===== src/rtl/xcvr_pkg.sv =====
package xcvr_pkg;
    localparam int XCVR_WIDTH = 18;

    typedef enum logic [1:0] {
        MODE_PASS    = 2'd0,
        MODE_HOLD    = 2'd1,
        MODE_CAPTURE = 2'd2
    } lane_mode_e;
endpackage


===== src/rtl/xcvr_edge_detect.sv =====
module xcvr_edge_detect (
    input  logic clk,
    input  logic rst_n,
    input  logic sig_i,
    output logic rise_o
);
    typedef struct packed {
        logic prev;
    } edge_state_t;

    edge_state_t st_d, st_q;

    always_comb begin
        st_d      = st_q;
        st_d.prev = sig_i;
    end

    always_ff @(posedge clk or negedge rst_n) begin
        if (!rst_n) st_q <= '{prev: 1'b1};
        else        st_q <= st_d;
    end

    assign rise_o = sig_i && !st_q.prev;


    no_double_rise_chk: assert property (@(posedge clk) disable iff (!rst_n)
        rise_o |=> !rise_o);
endmodule


===== src/rtl/xcvr_lane.sv =====
module xcvr_lane
    import xcvr_pkg::*;
#(
    parameter int WIDTH = XCVR_WIDTH
) (
    input  logic             clk,
    input  logic             rst_n,
    input  logic [WIDTH-1:0] data_i,
    input  logic             oe_n_i,
    input  logic             le_i,
    input  logic             strobe_i,
    input  logic             stb_en_n_i,
    output logic [WIDTH-1:0] data_o,
    output logic             drive_o
);
    typedef struct packed {
        logic [WIDTH-1:0] word;
    } lane_state_t;

    lane_state_t st_d, st_q;
    lane_mode_e  mode;
    logic        rise;

    xcvr_edge_detect u_edge (
        .clk    (clk),
        .rst_n  (rst_n),
        .sig_i  (strobe_i),
        .rise_o (rise)
    );

    always_comb begin
        st_d = st_q;
        if (le_i)                     mode = MODE_PASS;
        else if (rise && !stb_en_n_i) mode = MODE_CAPTURE;
        else                          mode = MODE_HOLD;
        if (mode != MODE_HOLD) st_d.word = data_i;
    end

    always_ff @(posedge clk or negedge rst_n) begin
        if (!rst_n) st_q <= '0;
        else        st_q <= st_d;
    end

    assign data_o  = (mode == MODE_PASS) ? data_i : st_q.word;
    assign drive_o = !oe_n_i;


    pass_load_chk: assert property (@(posedge clk) disable iff (!rst_n)
        le_i |=> (st_q.word == $past(data_i)));


    edge_capture_chk: assert property (@(posedge clk) disable iff (!rst_n)
        (!le_i && !stb_en_n_i && rise) |=> (st_q.word == $past(data_i)));


    steady_hold_chk: assert property (@(posedge clk) disable iff (!rst_n)
        (!le_i && !rise) |=> $stable(st_q.word));


    gated_hold_chk: assert property (@(posedge clk) disable iff (!rst_n)
        (!le_i && stb_en_n_i) |=> $stable(st_q.word));
endmodule


===== src/rtl/bidir_latch_xcvr.sv =====
module bidir_latch_xcvr
    import xcvr_pkg::*;
#(
    parameter int WIDTH = XCVR_WIDTH
) (
    input  logic             clk,
    input  logic             rst_n,
    input  logic [WIDTH-1:0] a_in,
    output logic [WIDTH-1:0] a_out,
    output logic             a_drive,
    input  logic [WIDTH-1:0] b_in,
    output logic [WIDTH-1:0] b_out,
    output logic             b_drive,
    input  logic             ab_oe_n,
    input  logic             ab_le,
    input  logic             ab_strobe,
    input  logic             ab_stb_en_n,
    input  logic             ba_oe_n,
    input  logic             ba_le,
    input  logic             ba_strobe,
    input  logic             ba_stb_en_n
);
    xcvr_lane #(.WIDTH(WIDTH)) u_ab (
        .clk        (clk),
        .rst_n      (rst_n),
        .data_i     (a_in),
        .oe_n_i     (ab_oe_n),
        .le_i       (ab_le),
        .strobe_i   (ab_strobe),
        .stb_en_n_i (ab_stb_en_n),
        .data_o     (b_out),
        .drive_o    (b_drive)
    );

    xcvr_lane #(.WIDTH(WIDTH)) u_ba (
        .clk        (clk),
        .rst_n      (rst_n),
        .data_i     (b_in),
        .oe_n_i     (ba_oe_n),
        .le_i       (ba_le),
        .strobe_i   (ba_strobe),
        .stb_en_n_i (ba_stb_en_n),
        .data_o     (a_out),
        .drive_o    (a_drive)
    );


    ab_isolated_chk: assert property (@(posedge clk) disable iff (!rst_n)
        ($stable(a_in) && $stable(ab_le) && !ab_le && !ab_strobe) |=> $stable(b_out));
endmodule


===== config.mk =====
export PLATFORM = sky130hd
export DESIGN_NAME = bidir_latch_xcvr
export DESIGN_NICKNAME = d
export VERILOG_FILES = /design/src/rtl/xcvr_pkg.sv /design/src/rtl/xcvr_edge_detect.sv /design/src/rtl/xcvr_lane.sv /design/src/rtl/bidir_latch_xcvr.sv
export SDC_FILE = /design/constraint.sdc
export NUM_CORES = 1
export LEC_CHECK = 0
export ABC_AREA = 1
export BUFFER_PORTS_ARGS = -buffer_cell sky130_fd_sc_hd__buf_2
export CORE_MARGIN = 2
export CORE_UTILIZATION = 43
export DETAILED_ROUTE_END_ITERATION = 8
export GPL_ROUTABILITY_DRIVEN = 0
export PLACE_DENSITY = 0.73
export SLEW_MARGIN = 0
export SYNTH_ARGS = -nofsm -noshare
export SYNTH_HDL_FRONTEND = slang
export SYNTH_SLANG_ARGS = --single-unit

===== constraint.sdc =====
create_clock -name clk -period 1.1 [get_ports clk]
set_clock_uncertainty 0.05 [all_clocks]
set_input_delay 0.11 -clock clk [delete_from_list [all_inputs] [get_ports clk]]
set_output_delay 0.11 -clock clk [all_outputs]
set_load 0.05 [all_outputs]

# Yosys cells after proc, flatten, opt, wreduce, memory -nomap -nowiden
# Cells that the tools add are included.
dict set report word_totals {
  inputBits 46
  elab_cells 24
  ff_bits 38
  output_inout_bits 38
}
dict set report classes {
  n_reduce_logical 12
  n_eq_ne 2
  n_mux 6
}
# operator count
set ops {}
lappend ops {{$mux W18} 2}
lappend ops {{$mux W2} 4}
lappend ops {{$logic_not A1 Y1} 6}
lappend ops {{$logic_and A1 B1 Y1} 4}
lappend ops {{$logic_not A2 Y1} 2}
lappend ops {{$ne A2 B1 Y1 const B} 2}

# Longest topological paths before layout
# Gate-level depths: netlist of run 1.
dict set report depth {
  ltp_word 7
  depth_mapped 6
  mapped_depth_nobuf 5
}

# By module
# Synthesis of run 1 repeated with hierarchy kept, for this count alone.
dict set report hier_totals {
  hier_cells 282
  hier_area_um2 2052.0
}
# module area_each_um2 cells_each seq_area_each_um2 instances
set modules_own_cells {}
lappend modules_own_cells {xcvr_lane 989.7 138 450.4 2}
lappend modules_own_cells {xcvr_edge_detect 36.3 3 26.3 2}

# Least setup slack after synthesis of run 1
# No wires, ideal clock.
dict set report synth_timing {
  path_kind {reg-to-reg}
  startpoint {register u_ba.u_edge.st_q}
  endpoint {register u_ba.st_q[11] in the netlist's numbering}
  period_less_slack_ns 1.135
  setup_time_ns 0.116
  slack_ns -0.035
  n_path_buf 1
  arrival_time_ns 0.969
  path_stages_with_launch 7
  required_time_ns 0.934
  path_cell_list {dfstp_2 inv_1 nand3_4 nand2_4 buf_6 nand2_1 nand2_1}
}
dict set report synth_via {
  elab_chain_len 6
}
# item line_no
set synth_rtl {}
lappend synth_rtl {{start, declared} xcvr_edge_detect.sv:11} ;# edge_state_t st_d, st_q;
lappend synth_rtl {{start signal, assigned} xcvr_edge_detect.sv:19} ;# if (!rst_n) st_q <= '{prev: 1'b1};
lappend synth_rtl {{start signal, assigned} xcvr_edge_detect.sv:20} ;# else st_q <= st_d;
lappend synth_rtl {{$logic_not A1 Y1} xcvr_edge_detect.sv:23} ;# assign rise_o = sig_i && !st_q.prev;
lappend synth_rtl {{$logic_and A1 B1 Y1} xcvr_edge_detect.sv:23}
lappend synth_rtl {{$logic_and A1 B1 Y1} xcvr_lane.sv:34} ;# else if (rise && !stb_en_n_i) mode = MODE_CAPTURE;
lappend synth_rtl {{$mux W2} xcvr_lane.sv:34}
lappend synth_rtl {{$mux W2} xcvr_lane.sv:33} ;# if (le_i) mode = MODE_PASS;
lappend synth_rtl {{$ne A2 B1 Y1} xcvr_lane.sv:36} ;# if (mode != MODE_HOLD) st_d.word = data_i;
lappend synth_rtl {{end signal, assigned} xcvr_lane.sv:41} ;# else st_q <= st_d;
lappend synth_rtl {{end, declared} xcvr_lane.sv:20} ;# lane_state_t st_d, st_q;
# Every way passes these cells.
# A chain may end at the register's enable or synchronous reset.

# Worst setup path in the final report of run 1
dict set report layout_timing {
  startpoint {register u_ab.u_edge.st_q}
  endpoint {register u_ab.st_q[15] in the netlist's numbering}
}
dict set report layout_via {
  elab_chain_len 6
}
# item line_no
set layout_rtl {}
lappend layout_rtl {{start, declared} xcvr_edge_detect.sv:11}
lappend layout_rtl {{start signal, assigned} xcvr_edge_detect.sv:19}
lappend layout_rtl {{start signal, assigned} xcvr_edge_detect.sv:20}
lappend layout_rtl {{$logic_not A1 Y1} xcvr_edge_detect.sv:23}
lappend layout_rtl {{$logic_and A1 B1 Y1} xcvr_edge_detect.sv:23}
lappend layout_rtl {{$logic_and A1 B1 Y1} xcvr_lane.sv:34}
lappend layout_rtl {{$mux W2} xcvr_lane.sv:34}
lappend layout_rtl {{$mux W2} xcvr_lane.sv:33}
lappend layout_rtl {{$ne A2 B1 Y1} xcvr_lane.sv:36}
lappend layout_rtl {{end signal, assigned} xcvr_lane.sv:41}
lappend layout_rtl {{end, declared} xcvr_lane.sv:20}
# Every way passes these cells.

==> metrics.md, run 1 <==
| Metric | Value |
|---|---|
| Max-cap viol count | `0` |
| Reg2Reg Depth | `5` |
| Average size of a mapped cell | `7.203 sq um` |
| Yosys top cell by area | `dfrtp_1` |
| Routed wire length | `6.309 mm` |
| Via count | `roughly 2300` |
| Period Utilization, post-route | `105.2%` |
| Leak | `0.001885 uW` |
| Rel. slew slack | `81.87%` |
| First-pass GRT wire length | `just under 10 mm` |
| Initial core utilization | `~45%` |
| Unrepaired setup endpoints after global routing | `yes` |
| Core Region | `approximately 4400 sq um` |
| Overflow after GRT | `0` |
| Final Hold Fails | `0` |
| CTS clk-pin slew, worst paths | `80 ps` |
| Yosys cell types | `12` |
| Post-synthesis sequential area ratio | `47.27%` |
| Fmax | `863.7 MHz` |
| CP Capture Type | `register` |
| Antenna diodes | `0` |
| Total CTS buffers | `5` |
| Cells after Synth | `280` |
| Violated checks | `setup timing` |
| Slew of the pin with the lowest slew margin | `approximately 270 ps` |
| RR Startpoint | `u_ab.u_edge.st_q$_DFF_PN1_` |
| Critical path destination | `u_ab.st_q[15]$_DFFE_PN0P_` |
| Routed len/inst | `13.39 um` |
| CP cell instances | `inv_2 -> nand3_4 -> nand2_8 -> nand2_1 -> nand2_1` |
| Boundary pin count | `84` |
| DR vias/cell | `4.981` |
| Total GRT Usage | `about a quarter` |
| Worst Path Required | `1210 ps` |
| Setup crit start | `u_ab.u_edge.st_q$_DFF_PN1_` |
| Total Power | `roughly 4200 uW` |
| Root Buffer Master | `clkbuf_8` |
| # rows | `24` |
| Die area | `about 5300 sq um` |
| Antenna Nets Post-Route | `0` |
| H-tree Lvls | `2` |
| Post-synth top area share | `about 45%` |
| Tmin final | `1158 ps` |
| Nets | `464` |
| Most frequent cells in the layout | `nand2_1, buf_2` |
| Initial DRC count | `roughly 150` |
| CTS tree | `done` |
| Register bit total from synthesis | `38` |
| CTS sink cnt | `38` |
| Share of layout cells above drive strength 1 | `a little under a third` |
| Final setup fails | `44` |
| Vias in the first global route | `2155` |
| Number of antenna violations at the first check in global routing | `0` |
| FF-to-FF End | `u_ab.st_q[15]$_DFFE_PN0P_` |
| Die X | `72.49 um` |
| Die Ht | `72.49 um` |
| Multi-input logic area | `948.4 sq um` |
| Register area | `953.4 sq um` |
| Final setup margin | `-57.75 ps` |
| I/O Buffers | `83` |
| Register-to-Register Setup Slack | `-60 ps` |
| Crit path launch type | `register` |
| WHS | `between 0.4 and 0.5 ps` |
| Worst Path Arrival | `1270 ps` |
| Commonest non-fill, non-tap cell in the layout | `nand2_1` |
| Fillers | `a little under 300` |
| Slew Limit Fails | `0` |
| Pin count of the biggest net entering global routing | `39` |
| Synth Cell Area | `2017 sq um` |
| Slowest-stage cell, CP | `dfstp_2` |
| TritonRoute pass-1 iters | `4` |
| Syn_nets | `about 330` |
| PD cells | `1249 nW/um^2` |
| Worst Path Class, Setup | `register to register` |
| Pre-CTS setup slack | `-29.72 ps` |
| Area contributors post-synth | `dfrtp_1, nand2_1, nand3_1` |
| Tightest Hold Check Type | `primary input to register` |
| Synthesis Warnings | `0` |
| Synth-to-Final Area Change | `65.82%` |
| Clk buf depth | `2` |
| DRC | `0` |
| Crit-path most repeated cell | `nand2_1` |
| Max FO, Critical Path | `18` |
| Crit-path max cell delay | `530 ps` |
| Max IR drop VDD | `roughly 1 mV` |
| Outcome | `complete, but fails checks` |
| Worst skew pair latency | `280 ps` |
| Dpl hpwl | `3.145 mm` |
-- what timing repair did --
action,CTS,global route
pin swaps,2,0
hold buffers,36,0
resized for setup,75,6
endpoints found under the setup margin,57,71
setup buffers,6,12
endpoints found under the hold margin,73,0
-- logic make-up (layout without fill, tap and decap cells) --
group | after synthesis | after routing | synth area share (%)
and+or+nand+nor | 220 | 220 | 45.29
buffers and inverters | 22 | 161 | 7.444
DFF | 38 | 38 | 47.27
-- critical path: cells and delay by family, from the launching register on --
kind / cells / cell delay [ps]
buf+inv: 1 / 40
simple gates: 4 / 410
flops: 1 / 530
-- worst min path at each step --
stage / cells after the start / slack, ps / to / startpoint
2_1_floorplan: 0 / -240 / u_ab.st_q[0]$_DFFE_PN0P_ / rst_n
3_3_place_gp: 2 / 50 / u_ba.st_q[14]$_DFFE_PN0P_ / rst_n
3_5_place_dp: 2 / 40 / u_ba.st_q[14]$_DFFE_PN0P_ / rst_n
4_1_cts: 3 / 1 / u_ba.st_q[8]$_DFFE_PN0P_ / b_in[8]
5_1_grt: 3 / 20 / u_ba.st_q[8]$_DFFE_PN0P_ / b_in[8]
6_report: 3 / 0.4 / u_ba.st_q[8]$_DFFE_PN0P_ / b_in[8]
-- power breakdown --
group / switching, uW / total (uW) / internal [uW]
Combinational: 943 / 1580 / 633
Clock: 486 / 992 / 506
Sequential: 75.7 / 1610 / 1530
Total: 1500 / 4180 / 2670
-- metal layers --
metal,part of all wire (%),up-vias,global-route usage (%)
li1,-,1136,-
met1,40,1088,28.61
met2,50,114,41.90
met3,8.3,8,6.528
met4,1.2,0,3.909
met5,0,-,0
-- state kept, by name (all words and copies together), names as in the netlist --
signal            count
u_ab.st_q            18
u_ab.u_edge.st_q      1
u_ba.st_q            18
u_ba.u_edge.st_q      1
-- through the flow --
step,utilization [%],instance area [sq um],TNS (ps),cells
finish,75.25,3344,-773.5,471
global route,75.25,3344,-3492,471
CTS,72.89,3239,-296.9,459
detailed placement,56.19,2497,-111.4,409
global placement,56.19,2497,0,409
floorplan,-,2017,-362.0,280
-- cell usage after synthesis --
library cell	instances
nand3_4	2
nand2_4	2
dfrtp_1	36
inv_1	5
buf_4	6
nand3_1	36
buf_2	4
inv_6	2
dfstp_2	2
buf_6	4
inv_2	1
nand2_1	180
-- layout make-up --
cell class	instances	share of cell area (%)
Timing Repair Buffer	145	37.26
Sequential cell	38	28.51
Multi-Input combinational cell	220	28.36
Clock buffer	7	2.581
Tap cell	52	1.945
Inverter	8	1.197
Clock inverter	1	0.1496
No activity file was read; power rests on OpenSTA's default activity.
==> inputs of run 2 (changes only) <==
- CORE_UTILIZATION: 43 -> 45
- CTS_BUF_LIST: not set -> sky130_fd_sc_hd__clkbuf_4 sky130_fd_sc_hd__clkbuf_8
- PLACE_DENSITY: 0.73 -> 0.76
==> run 2 against run 1 <==
The run still ends with setup timing left. Non-clock buffer count increased by 16. Cell count is 3.4% higher. First-iteration DRC count increased by 62%. Count of clock-buffer cells in the layout stayed put. Final area grew 4.3%. Global-route usage is 2.1 points higher. Via count increased by 4.6%. Combinational power up 4%. Fmax decreased by 0.15%. Largest cell class unchanged.
==> metrics.md, run 2 (synthesized netlist as in run 1, its figures left out) <==
| Metric | Value |
|---|---|
| Worst Path Arrival | `1000 ps` |
| Worst skew pair latency | `280 ps` |
| Antenna Nets Post-Route | `0` |
| Max FO, Critical Path | `2` |
| Tightest Hold Check Type | `primary input to register` |
| Outcome | `complete, but fails checks` |
| Leak | `between 0.0015 and 0.002 uW` |
| Nets | `480` |
| Final setup fails | `40` |
| Int Pwr | `2751 uW` |
| Clk buf depth | `2` |
| H-tree Lvls | `2` |
| Sw Ratio | `35.61%` |
| Rel. slew slack | `82.98%` |
| Number of antenna violations at the first check in global routing | `0` |
| # rows | `24` |
| Total Power | `4272 uW` |
| Final non-filler cell total | `487` |
| Slowest-stage cell, CP | `dfrtp_1` |
| Total CTS buffers | `5` |
| Overflow after GRT | `0` |
| CP Capture Type | `output pin` |
| Worst Path Required | `940 ps` |
| Share of layout cells above drive strength 1 | `35.63%` |
| Die Ht | `70.95 um` |
| Post-placement cell count | `415` |
| Slew of the pin with the lowest slew margin | `255.1 ps` |
| PD cells | `1225 nW/um^2` |
| Via count | `2454` |
| Final Hold Fails | `0` |
| Routed wire length | `about 6.5 mm` |
| Max-cap viol count | `0` |
| CTS tree | `done` |
| Pin count of the biggest net entering global routing | `39` |
| Clk pwr share | `23.7%` |
| Layout Utilization | `around four fifths` |
| Tmin final | `approximately 1200 ps` |
| Sw power | `~1500 uW` |
| Sequential share of power | `37.7%` |
| Die X | `70.95 um` |
| I/O Buffers | `83` |
| First-pass GRT wire length | `10.32 mm` |
| Initial core utilization | `46.64%` |
| Die area | `5034 sq um` |
| Largest delay share family, worst path | `flip-flops` |
| DRC | `0` |
| Crit path launch type | `register` |
| Buf+Inv Stages, Crit Path | `1` |
| Vias in the first global route | `2309` |
| Antenna diodes | `0` |
| Root Buffer Master | `clkbuf_8` |
| Total GRT Usage | `25.46%` |
| Initial DRC count | `246` |
| Boundary pin count | `84` |
| Crit-path max cell delay | `between 300 and 400 ps` |
| Final setup margin | `-59.50 ps` |
| Worst Path Class, Setup | `register to output pin` |
| Logic pwr share | `38.6%` |
| Fillers | `approximately 270` |
| Period Utilization, post-route | `105.4%` |
| Violated checks | `setup timing` |
| Core Region | `4324 sq um` |
| Top Registers | `u_ab.st_q x18, u_ba.st_q x18` |
| Most frequent cells in the layout | `nand2_1, buf_2, dlygate4sd3_1` |
| CP cell instances | `nand2_1 -> nand2_1 -> buf_6` |
| Final setup TNS | `-743.0 ps` |
| Max IR drop VDD | `1.012 mV` |
| Fmax | `862.4 MHz` |
| DR vias/cell | `a little over 5` |
| Routed len/inst | `13.37 um` |
| Commonest non-fill, non-tap cell in the layout | `nand2_1` |
| Dpl hpwl | `3.378 mm` |
| CTS sink cnt | `38` |
| CTS clk-pin slew, worst paths | `70 ps` |
| Crit-path most repeated cell | `nand2_1` |
| Unrepaired setup endpoints after global routing | `yes` |
| TritonRoute pass-1 iters | `5` |
| Slew Limit Fails | `0` |
| Synth-to-Final Area Change | `72.95%` |
## run 2: cell types whose count changed in the layout (fill, tap and decap cells not counted), sizes merged
cell         previous run  this run
dlygate4sd3            36        39
buf                   109       122
## run 2: worst paths after layout
check	startpoint	end	slack, ps	cells after the start
hold / removal	ab_stb_en_n	u_ab.st_q[5]$_DFFE_PN0P_	200	5
min in group asynchronous	rst_n	u_ba.st_q[13]$_DFFE_PN0P_	270	3
hold reg to reg	u_ab.st_q[11]$_DFFE_PN0P_	u_ab.st_q[11]$_DFFE_PN0P_	470	2
setup / recovery	u_ba.st_q[2]$_DFFE_PN0P_	a_out[2]	-60	3
max in group asynchronous	rst_n	u_ab.u_edge.st_q$_DFF_PN1_	470	3
setup reg to reg	u_ab.u_edge.st_q$_DFF_PN1_	u_ab.st_q[12]$_DFFE_PN0P_	-40	5
## run 2: timing repair
item	CTS	global route
resized for setup	75	15
endpoints found under the setup margin	68	72
pin swaps	4	2
endpoints found under the hold margin	76	0
setup buffers	14	11
hold buffers	39	0
## run 2: layout make-up
| cell class | instances | area [sq um] | share of cell area [%] |
|---|---|---|---|
| Clock inverter | 1 | 5.005 | 0.1435 |
| Inverter | 8 | 40.04 | 1.148 |
| Sequential cell | 38 | 953.4 | 27.33 |
| Tap cell | 52 | 65.06 | 1.865 |
| Clock buffer | 7 | 90.09 | 2.582 |
| Timing Repair Buffer | 161 | 1369 | 39.24 |
| Multi-Input combinational cell | 220 | 965.9 | 27.69 |
## run 2: power groups by stage
stage	logic (uW)	clock network [uW]	registers, uW
2_1_floorplan	841	0	1610
3_3_place_gp	1140	0	1630
3_5_place_dp	1160	0	1630
4_1_cts	1530	1030	1600
5_1_grt	1760	1090	1620
6_report	1650	1010	1610
## run 2: routing by layer
layer  global-route usage, %  up-vias  wire [um]
met3                   5.983       16        392
li1                        -     1174          -
met1                   32.65     1146       2511
met4                   7.966        0        132
met5                       0        -          0
met2                   42.89      118       3474
## run 2: through the flow
stage | hold slack (ps) | area, sq um | setup WS, ps
6_report | 196.4 | 3488 | -59.50
3_3_place_gp | 43.97 | 2530 | 14.37
2_1_floorplan | -235.6 | 2017 | -29.72
3_5_place_dp | 41.21 | 2530 | -14.38
4_1_cts | 162.6 | 3361 | -34.27
5_1_grt | 206.9 | 3488 | -100.3
## run 2: worst register-to-register path: stages, from the launching register on
cell	delay (ps)
dfstp_2	530
inv_2	40
nand3_4	110
nand2_8	120
nand2_1	110
nand2_1	60
